### src/rtl/trace_id_pkg.sv
// Shared constants and helpers for the trace identifier interpreter.
// Assumes message storage is at least 64 entries deep.
package trace_id_pkg;
    localparam logic [7:0] TRC_CR = 8'h0D;
    localparam logic [7:0] TRC_LF = 8'h0A;

    // Length in bytes for a given length-select code.
    function automatic int msg_len(input logic [1:0] mode);
        case (mode)
            2'd0:    return 1;
            2'd1:    return 16;
            default: return 64;
        endcase
    endfunction
endpackage

### src/rtl/trace_align.sv
// Message alignment: picks the write index for each received byte and
// flags the byte that closes a message period.
// Assumes DEPTH >= 64; len_chg takes priority over stb.
module trace_align
    import trace_id_pkg::*;
#(
    parameter int DEPTH = 64,
    localparam int IDX_W = $clog2(DEPTH)
) (
    input  logic             clk,
    input  logic             rst_n,
    input  logic             stb,
    input  logic [7:0]       din,
    input  logic [1:0]       len_mode,
    input  logic             len_chg,
    output logic [IDX_W-1:0] idx,
    output logic             done
);
    logic [IDX_W-1:0] wp;
    logic             prev_cr;
    logic [IDX_W-1:0] last;

    // Choose write index from mode and boundary markers.
    always_comb begin
        last = IDX_W'(msg_len(len_mode) - 1);
        if (len_mode == 2'd0)
            idx = '0;
        else if (len_mode == 2'd1)
            idx = din[7] ? '0 : wp;
        else
            idx = (prev_cr && din == TRC_LF) ? last : wp;
        done = (idx == last);
    end

    // Advance the write pointer and remember a preceding CR.
    always_ff @(posedge clk) begin
        if (!rst_n || len_chg) begin
            wp      <= '0;
            prev_cr <= 1'b0;
        end else if (stb) begin
            wp      <= done ? '0 : idx + 1'b1;
            prev_cr <= (din == TRC_CR);
        end
    end
endmodule

### src/rtl/trace_store.sv
// Storage: last-received bytes, accepted message and expected message.
// Detects changed bytes within a period and compares accepted vs expected.
module trace_store
    import trace_id_pkg::*;
#(
    parameter int DEPTH = 64,
    localparam int IDX_W = $clog2(DEPTH)
) (
    input  logic             clk,
    input  logic             rst_n,
    input  logic             stb,
    input  logic [7:0]       din,
    input  logic [IDX_W-1:0] idx,
    input  logic             done,
    input  logic             len_chg,
    input  logic [1:0]       len_mode,
    input  logic             acc_load,
    input  logic             exp_we,
    input  logic [IDX_W-1:0] exp_addr,
    input  logic [7:0]       exp_wdata,
    input  logic [IDX_W-1:0] rd_addr,
    output logic [7:0]       rd_data,
    output logic             msg_diff,
    output logic             mism
);
    logic [7:0]       cand [DEPTH];
    logic [7:0]       acc  [DEPTH];
    logic [7:0]       expm [DEPTH];
    logic [DEPTH-1:0] neq;
    logic             dirty;

    assign msg_diff = dirty | (cand[idx] != din);
    assign rd_data  = acc[rd_addr];
    assign mism     = |neq;

    // Track whether any byte of the current period changed.
    always_ff @(posedge clk) begin
        if (!rst_n || len_chg) dirty <= 1'b0;
        else if (stb)          dirty <= done ? 1'b0 : msg_diff;
    end

    for (genvar g = 0; g < DEPTH; g++) begin : g_ent
        // Latest received byte per index.
        always_ff @(posedge clk) begin
            if (!rst_n)                                 cand[g] <= '0;
            else if (stb && idx == IDX_W'(g))           cand[g] <= din;
        end
        // Accepted copy, including the byte closing this period.
        always_ff @(posedge clk) begin
            if (!rst_n)        acc[g] <= '0;
            else if (acc_load) acc[g] <= (idx == IDX_W'(g)) ? din : cand[g];
        end
        // Host-programmed expected byte.
        always_ff @(posedge clk) begin
            if (!rst_n)                                 expm[g] <= '0;
            else if (exp_we && exp_addr == IDX_W'(g))   expm[g] <= exp_wdata;
        end
        assign neq[g] = (g < msg_len(len_mode)) && (acc[g] != expm[g]);
    end
endmodule

### src/rtl/trace_status.sv
// Run counters, accept decision, mismatch/unstable flags and interrupts.
module trace_status #(
    parameter int CNT_W = 4
) (
    input  logic             clk,
    input  logic             rst_n,
    input  logic             stb,
    input  logic             done,
    input  logic             msg_diff,
    input  logic             len_chg,
    input  logic             mism,
    input  logic [CNT_W-1:0] acc_thr,
    input  logic [CNT_W-1:0] unst_thr,
    input  logic [1:0]       irq_mask,
    input  logic [1:0]       irq_clr,
    output logic             acc_load,
    output logic             mismatch,
    output logic             unstable,
    output logic [1:0]       irq_stat,
    output logic             irq
);
    localparam logic [CNT_W-1:0] CMAX = '1;
    localparam logic [CNT_W-1:0] ONE  = CNT_W'(1);

    logic [CNT_W-1:0] run, chg, run_n, chg_n, eff_acc, eff_unst;
    logic             acc_valid, end_p, tim_n, tiu_n;

    // Next counter values and flag decisions at a period end.
    always_comb begin
        end_p    = stb && done;
        eff_acc  = (acc_thr == '0) ? ONE : acc_thr;
        eff_unst = (unst_thr == '0) ? ONE : unst_thr;
        run_n    = msg_diff ? ONE : ((run == CMAX) ? run : run + 1'b1);
        chg_n    = msg_diff ? ((chg == CMAX) ? chg : chg + 1'b1) : '0;
        acc_load = end_p && (run_n == eff_acc);
        tim_n    = acc_valid && mism;
        tiu_n    = unstable;
        if (end_p) begin
            if (!msg_diff)              tiu_n = 1'b0;
            else if (chg_n >= eff_unst) tiu_n = 1'b1;
        end
    end

    // Counter state, cleared on reset or a length change.
    always_ff @(posedge clk) begin
        if (!rst_n || len_chg) begin
            run <= '0;
            chg <= '0;
        end else if (end_p) begin
            run <= run_n;
            chg <= chg_n;
        end
    end

    // Status flags and latched change bits (set beats clear).
    always_ff @(posedge clk) begin
        if (!rst_n) begin
            acc_valid <= 1'b0;
            mismatch  <= 1'b0;
            unstable  <= 1'b0;
            irq_stat  <= '0;
        end else begin
            acc_valid   <= acc_valid | acc_load;
            mismatch    <= tim_n;
            unstable    <= tiu_n;
            irq_stat[0] <= (irq_stat[0] & ~irq_clr[0]) | (tim_n != mismatch);
            irq_stat[1] <= (irq_stat[1] & ~irq_clr[1]) | (tiu_n != unstable);
        end
    end

    assign irq = |(irq_stat & ~irq_mask);
endmodule

### src/rtl/trace_id_monitor.sv
// Top of the trace identifier interpreter. Detects a length-select change
// and wires alignment, storage and status together.
module trace_id_monitor #(
    parameter int DEPTH = 64,
    parameter int CNT_W = 4,
    localparam int IDX_W = $clog2(DEPTH)
) (
    input  logic             clk,
    input  logic             rst_n,
    input  logic             frm_stb,
    input  logic [7:0]       trc_byte,
    input  logic [1:0]       len_mode,
    input  logic [CNT_W-1:0] acc_thr,
    input  logic [CNT_W-1:0] unst_thr,
    input  logic             exp_we,
    input  logic [IDX_W-1:0] exp_addr,
    input  logic [7:0]       exp_wdata,
    input  logic [IDX_W-1:0] rd_addr,
    output logic [7:0]       rd_data,
    input  logic [1:0]       irq_mask,
    input  logic [1:0]       irq_clr,
    output logic             mismatch,
    output logic             unstable,
    output logic [1:0]       irq_stat,
    output logic             irq
);
    logic [1:0]       len_q;
    logic             len_chg, stb_eff, done, msg_diff, mism, acc_load;
    logic [IDX_W-1:0] idx;

    // Remember the previous length select.
    always_ff @(posedge clk) begin
        if (!rst_n) len_q <= 2'd0;
        else        len_q <= len_mode;
    end

    assign len_chg = (len_mode != len_q);
    assign stb_eff = frm_stb && !len_chg;

    trace_align #(.DEPTH(DEPTH)) u_align (
        .clk(clk), .rst_n(rst_n), .stb(stb_eff), .din(trc_byte),
        .len_mode(len_mode), .len_chg(len_chg), .idx(idx), .done(done)
    );

    trace_store #(.DEPTH(DEPTH)) u_store (
        .clk(clk), .rst_n(rst_n), .stb(stb_eff), .din(trc_byte),
        .idx(idx), .done(done), .len_chg(len_chg), .len_mode(len_mode),
        .acc_load(acc_load), .exp_we(exp_we), .exp_addr(exp_addr),
        .exp_wdata(exp_wdata), .rd_addr(rd_addr), .rd_data(rd_data),
        .msg_diff(msg_diff), .mism(mism)
    );

    trace_status #(.CNT_W(CNT_W)) u_status (
        .clk(clk), .rst_n(rst_n), .stb(stb_eff), .done(done),
        .msg_diff(msg_diff), .len_chg(len_chg), .mism(mism),
        .acc_thr(acc_thr), .unst_thr(unst_thr), .irq_mask(irq_mask),
        .irq_clr(irq_clr), .acc_load(acc_load), .mismatch(mismatch),
        .unstable(unstable), .irq_stat(irq_stat), .irq(irq)
    );
endmodule

### config.mk
export PLATFORM = sky130hd
export DESIGN_NAME = trace_id_monitor
export DESIGN_NICKNAME = d
export VERILOG_FILES = /design/src/rtl/trace_id_pkg.sv /design/src/rtl/trace_align.sv /design/src/rtl/trace_store.sv /design/src/rtl/trace_status.sv /design/src/rtl/trace_id_monitor.sv
export SDC_FILE = /design/constraint.sdc
export NUM_CORES = 2
export LEC_CHECK = 0
export ABC_AREA = 1
export BUFFER_PORTS_ARGS = -buffer_cell sky130_fd_sc_hd__buf_2
export CAP_MARGIN = 20
export CORE_ASPECT_RATIO = 0.5
export CORE_MARGIN = 3
export CORE_UTILIZATION = 60
export CTS_BUF_LIST = sky130_fd_sc_hd__clkbuf_4
export DETAILED_ROUTE_END_ITERATION = 10
export PLACE_DENSITY = 0.79
export SLEW_MARGIN = 25
export SYNTH_ARGS = -nofsm -noshare
export SYNTH_HDL_FRONTEND = slang
export SYNTH_SLANG_ARGS = --single-unit
### constraint.sdc
create_clock -name clk -period 17.7 [get_ports clk]
set_input_delay 4.425 -clock clk [delete_from_list [all_inputs] [get_ports clk]]
set_output_delay 4.425 -clock clk [all_outputs]
set_load 0.03 [all_outputs]
==> results_dict.tcl <==
set metrics [dict create \
    rr_worst_depth 26 \
    placedInstanceArea_um2 79190 \
    numCtsBuffers 360 \
    clock_period_minus_worst_slack_ps 13040 \
    clk_pin_slew_ps 70 \
    finalSetupTns_ps 0 \
    ir_drop_mv 0.06225 \
    htree_levels 5 \
    drtAntennaViolNets 0 \
    via_count_of_the_first_global_routing_pass 59790 \
    maximum_number_of_pins_on_one_net_before_global_route_repair 159 \
    first_iter_violations 12490 \
    power.net_switching_mw 2.079 \
    cts_tree "built" \
    power_frac_comb_pct 8.2 \
    cts.sinks 1559 \
    netSwitchingFraction_pct 26.70 \
    p_per_area_nw_per_um2 93.17 \
    core.rowCount 92 \
    power_report.internal_total_mw 5.707 \
    postRouteWirelength_um 281000 \
    setup-violations-final 0 \
    cts.repair.resized 0 \
    grt_first_pass_wirelength_um 397600 \
    area_growth_syn_to_layout_pct 6.802 \
    worst_hold_path_type "reg -> reg" \
    initial_standard_cell_utilization_of_the_core_pct 61.29 \
    critical-path-top-delay-family "buffers and inverters" \
    clkPwrFrac_pct 36.6 \
    max_cap_violations 0 \
    synth_seq_cells 1559 \
    critical-path-max-stage-delay_ps 970 \
    post_drt_wl_per_cell_um 27.44 \
    worst-r2r-setup-slack_ps 9350 \
    number_of_antenna_violations_at_the_first_check_in_global_routing 17 \
    finalWeightedCongestion 1.123 \
    slew_of_the_pin_with_the_lowest_slew_margin_ps 1355 \
    detail_route.drc_violations 0 \
    critical_path_depth 11 \
    rsz_0062_raised_after_global_routing "no" \
    num-nets-final 8362 \
    post_drt_via_cell_ratio 6.520 \
    grt.total_usage_pct 40.78 \
    drive_gt1_share_pct 10.97 \
    detailed_place_hpwl_um 188100 \
    cp_data_required_time_ps 13280 \
    category_of_the_worst_setup_path_capture_point "primary output" \
    avgSynthCellArea_um2 9.393 \
    synth.yosys.seq_area_share_pct 59.54 \
    finish.instance_area_um2 83570 \
    timing.setup.critical_path_class "in -> out" \
    async_reset_ff_share_pct 0 \
    syn-instance-count 8330 \
    synth_flop_cell "edfxtp_1" \
    timing.slew.headroom_pct 9.366 \
    cts_root_buffer "clkbuf_4" \
    worstReg2RegEnd "u_store.acc[26][2]$_SDFFCE_PN0P_" \
    worstPathBufferInverterCount 5 \
    mostFrequentLayoutCell "nor2_1" \
    result_of_the_run "completed" \
    slowest_cell_on_the_critical_path "o221ai_1" \
    register_area_um2 46580 \
    die-width_um 516.7 \
    input_output_buffers 58 \
    cts_buffer_depth 4 \
    worstPathArrival_ps 8610 \
    power.share.sequential_pct 55.2 \
    layout.cells.most_common_list "1924 x nor2_1, 1625 x nand2_1, 1536 x edfxtp_1, 883 x o21ai_0, 518 x clkbuf_4" \
    detail_route.first_pass.iterations 10 \
    final_max_slew_viol_count 0 \
    yosysUniqueCellTypes 54 \
    hold_buffers 0 \
    worstSetupEndpoint "rd_data[1]" \
    crit_path_frequent_cell "buf_4" \
    multiInputGateArea_um2 28540 \
    syn-num-nets 8387 \
    finalCritPeriodShare_pct 73.65 \
    critPathLaunchType "input port" \
    core_um2 127700 \
    die_area_um2 135000 \
    synth.cell_area_um2 78250 \
    finalHoldViolCount 0 \
    timing.critical_path.from "rd_addr[1]" \
    max_freq_mhz 76.71 \
    layout.filler_cells 10020 \
    ys.warnings.count 0 \
    route.vias.total 66780 \
    grt_overflow_total 0 \
    synth_edf_count 1536 \
    clk_latency_ps 1370 \
    design.portCount 59 \
    timing.clock.skew_ps 97.57 \
    p_leak_nw 30.80 \
    regToRegStartpoint "u_align.prev_cr$_SDFFE_PP0P_" \
    cp_max_fo 37 \
    ordered_list_of_cells_on_the_worst_path "buf_4, clkinv_2, buf_4, buf_4, o21ai_0, o22ai_1, o21ai_0, o221ai_1, nand3_1, nand2_1, buf_2" \
    cts_setup_buffers 0 \
    chipHeight_um 261.4 \
]
per-layer routing:
metal | GRT usage [%] | vias up | routed length (um)
met5 | 1.159 | - | 543
met4 | 15.61 | 18 | 12610
met3 | 20.86 | 946 | 57880
met2 | 55.78 | 6263 | 111700
met1 | 55.05 | 31110 | 98230
li1 | - | 28450 | -
power groups by stage:
| stage | combinational [mW] | clock, mW | sequential (mW) |
|---|---|---|---|
| after floorplan | 0.349 | 0 | 4.34 |
| after detailed placement | 0.593 | 0 | 4.37 |
| after global routing | 0.649 | 3.01 | 4.30 |
| after global placement | 0.584 | 0 | 4.37 |
| after CTS | 0.595 | 2.82 | 4.29 |
| final | 0.635 | 2.85 | 4.30 |
cell usage after synthesis, types with 2 or more instances:
cell       count  area (um2)
buf_1         33       123.9
o211ai_1      11       82.58
and2_1         2       12.51
nor4b_1        2       17.52
o221a_2        2       22.52
xor2_1       368        3223
nor3b_1        2       15.01
o21bai_1       2       15.01
clkbuf_1     402        1509
nor3_1        23       115.1
o21ai_0      892        4464
inv_1        171       641.9
nand4_1      115       719.4
a2111oi_0      2       17.52
a41oi_1        5       43.79
nor2_1      1955        7338
buf_4          7       52.55
xnor2_1       90       788.3
dfxtp_1       23       460.4
o21a_1         2       15.01
o22ai_1      105       656.9
edfxtp_1    1536       46120
nor4_1        81       506.7
o221ai_1      17       148.9
o31ai_1        2       15.01
inv_2         18       67.56
a21oi_1       61       305.3
nor2_4         2       22.52
o21ai_1        8       40.04
o41ai_1       13       113.9
nand2_1     1627        6107
nor2_2       102       638.1
buf_2         64       320.3
clkinv_1       4       15.01
a211oi_1       6       45.04
ha_1          11       137.6
nand3_1      441        2207
or2_2         44       275.3
buf_6         52       585.6
o21ai_2        2       17.52
nand2_2        5       31.28
nand2_4        2       22.52
o32ai_1        7       61.31
kinds of logic after synthesis:
family | synth area share (%)
muxes | 0.01439
xor gates and xnor gates | 5.126
DFF | 59.54
adders and majority gates | 0.1759
and+or+nand+nor | 23.07
AOI/OAI and AO/OA | 7.838
buffers and inverters | 4.237
final cells by class:
type                       instances  area share [%]
sequential                      1559           55.74
multi-input combinational       6020           34.15
clock buffer                     518           4.653
tap                             1692           2.533
timing repair buffer             171           1.500
inverter                         193          0.9477
clock inverter                    66          0.4057
antenna                           23         0.06887
state kept, by name, indices dropped and copies added, names as in the netlist:
name	cells
len_q	2
u_align.prev_cr	1
u_align.wp	6
u_status.acc_valid	1
u_status.chg	4
u_status.irq_stat	2
u_status.mismatch	1
u_status.run	4
u_status.unstable	1
u_store.acc	512
u_store.cand	512
u_store.dirty	1
u_store.expm	512
how the worst min path moves through the flow:
stage	start	endpoint	slack (ps)	cells after the start
detailed placement	u_status.acc_valid$_SDFF_PN0_	u_status.acc_valid$_SDFF_PN0_	440	2
finish	u_status.acc_valid$_SDFF_PN0_	u_status.acc_valid$_SDFF_PN0_	460	2
CTS	u_status.acc_valid$_SDFF_PN0_	u_status.acc_valid$_SDFF_PN0_	450	2
global route	u_status.acc_valid$_SDFF_PN0_	u_status.acc_valid$_SDFF_PN0_	480	2
floorplan	u_status.acc_valid$_SDFF_PN0_	u_status.acc_valid$_SDFF_PN0_	430	2
global placement	u_status.acc_valid$_SDFF_PN0_	u_status.acc_valid$_SDFF_PN0_	440	2
worst min-delay path: cells and delay by family, from the launching register on:
| kind | cells | cell delay (ps) |
|---|---|---|
| simple gates | 2 | 100 |
| flops | 1 | 320 |
stage by stage:
step | setup WS [ps] | instances | power [mW] | util [%] | hold slack [ps]
finish | 4664 | 10240 | 7.787 | 65.46 | 460.9
global route | 4832 | 10230 | 7.966 | 65.43 | 478.3
CTS | 5140 | 10220 | 7.710 | 65.35 | 454.8
detailed placement | 4864 | 9634 | 4.965 | 62.03 | 440.4
global placement | 4497 | 9632 | 4.952 | 61.98 | 437.1
floorplan | 3776 | 8330 | 4.692 | - | 426.3
Note: power is estimated with default switching activity, not from simulation.
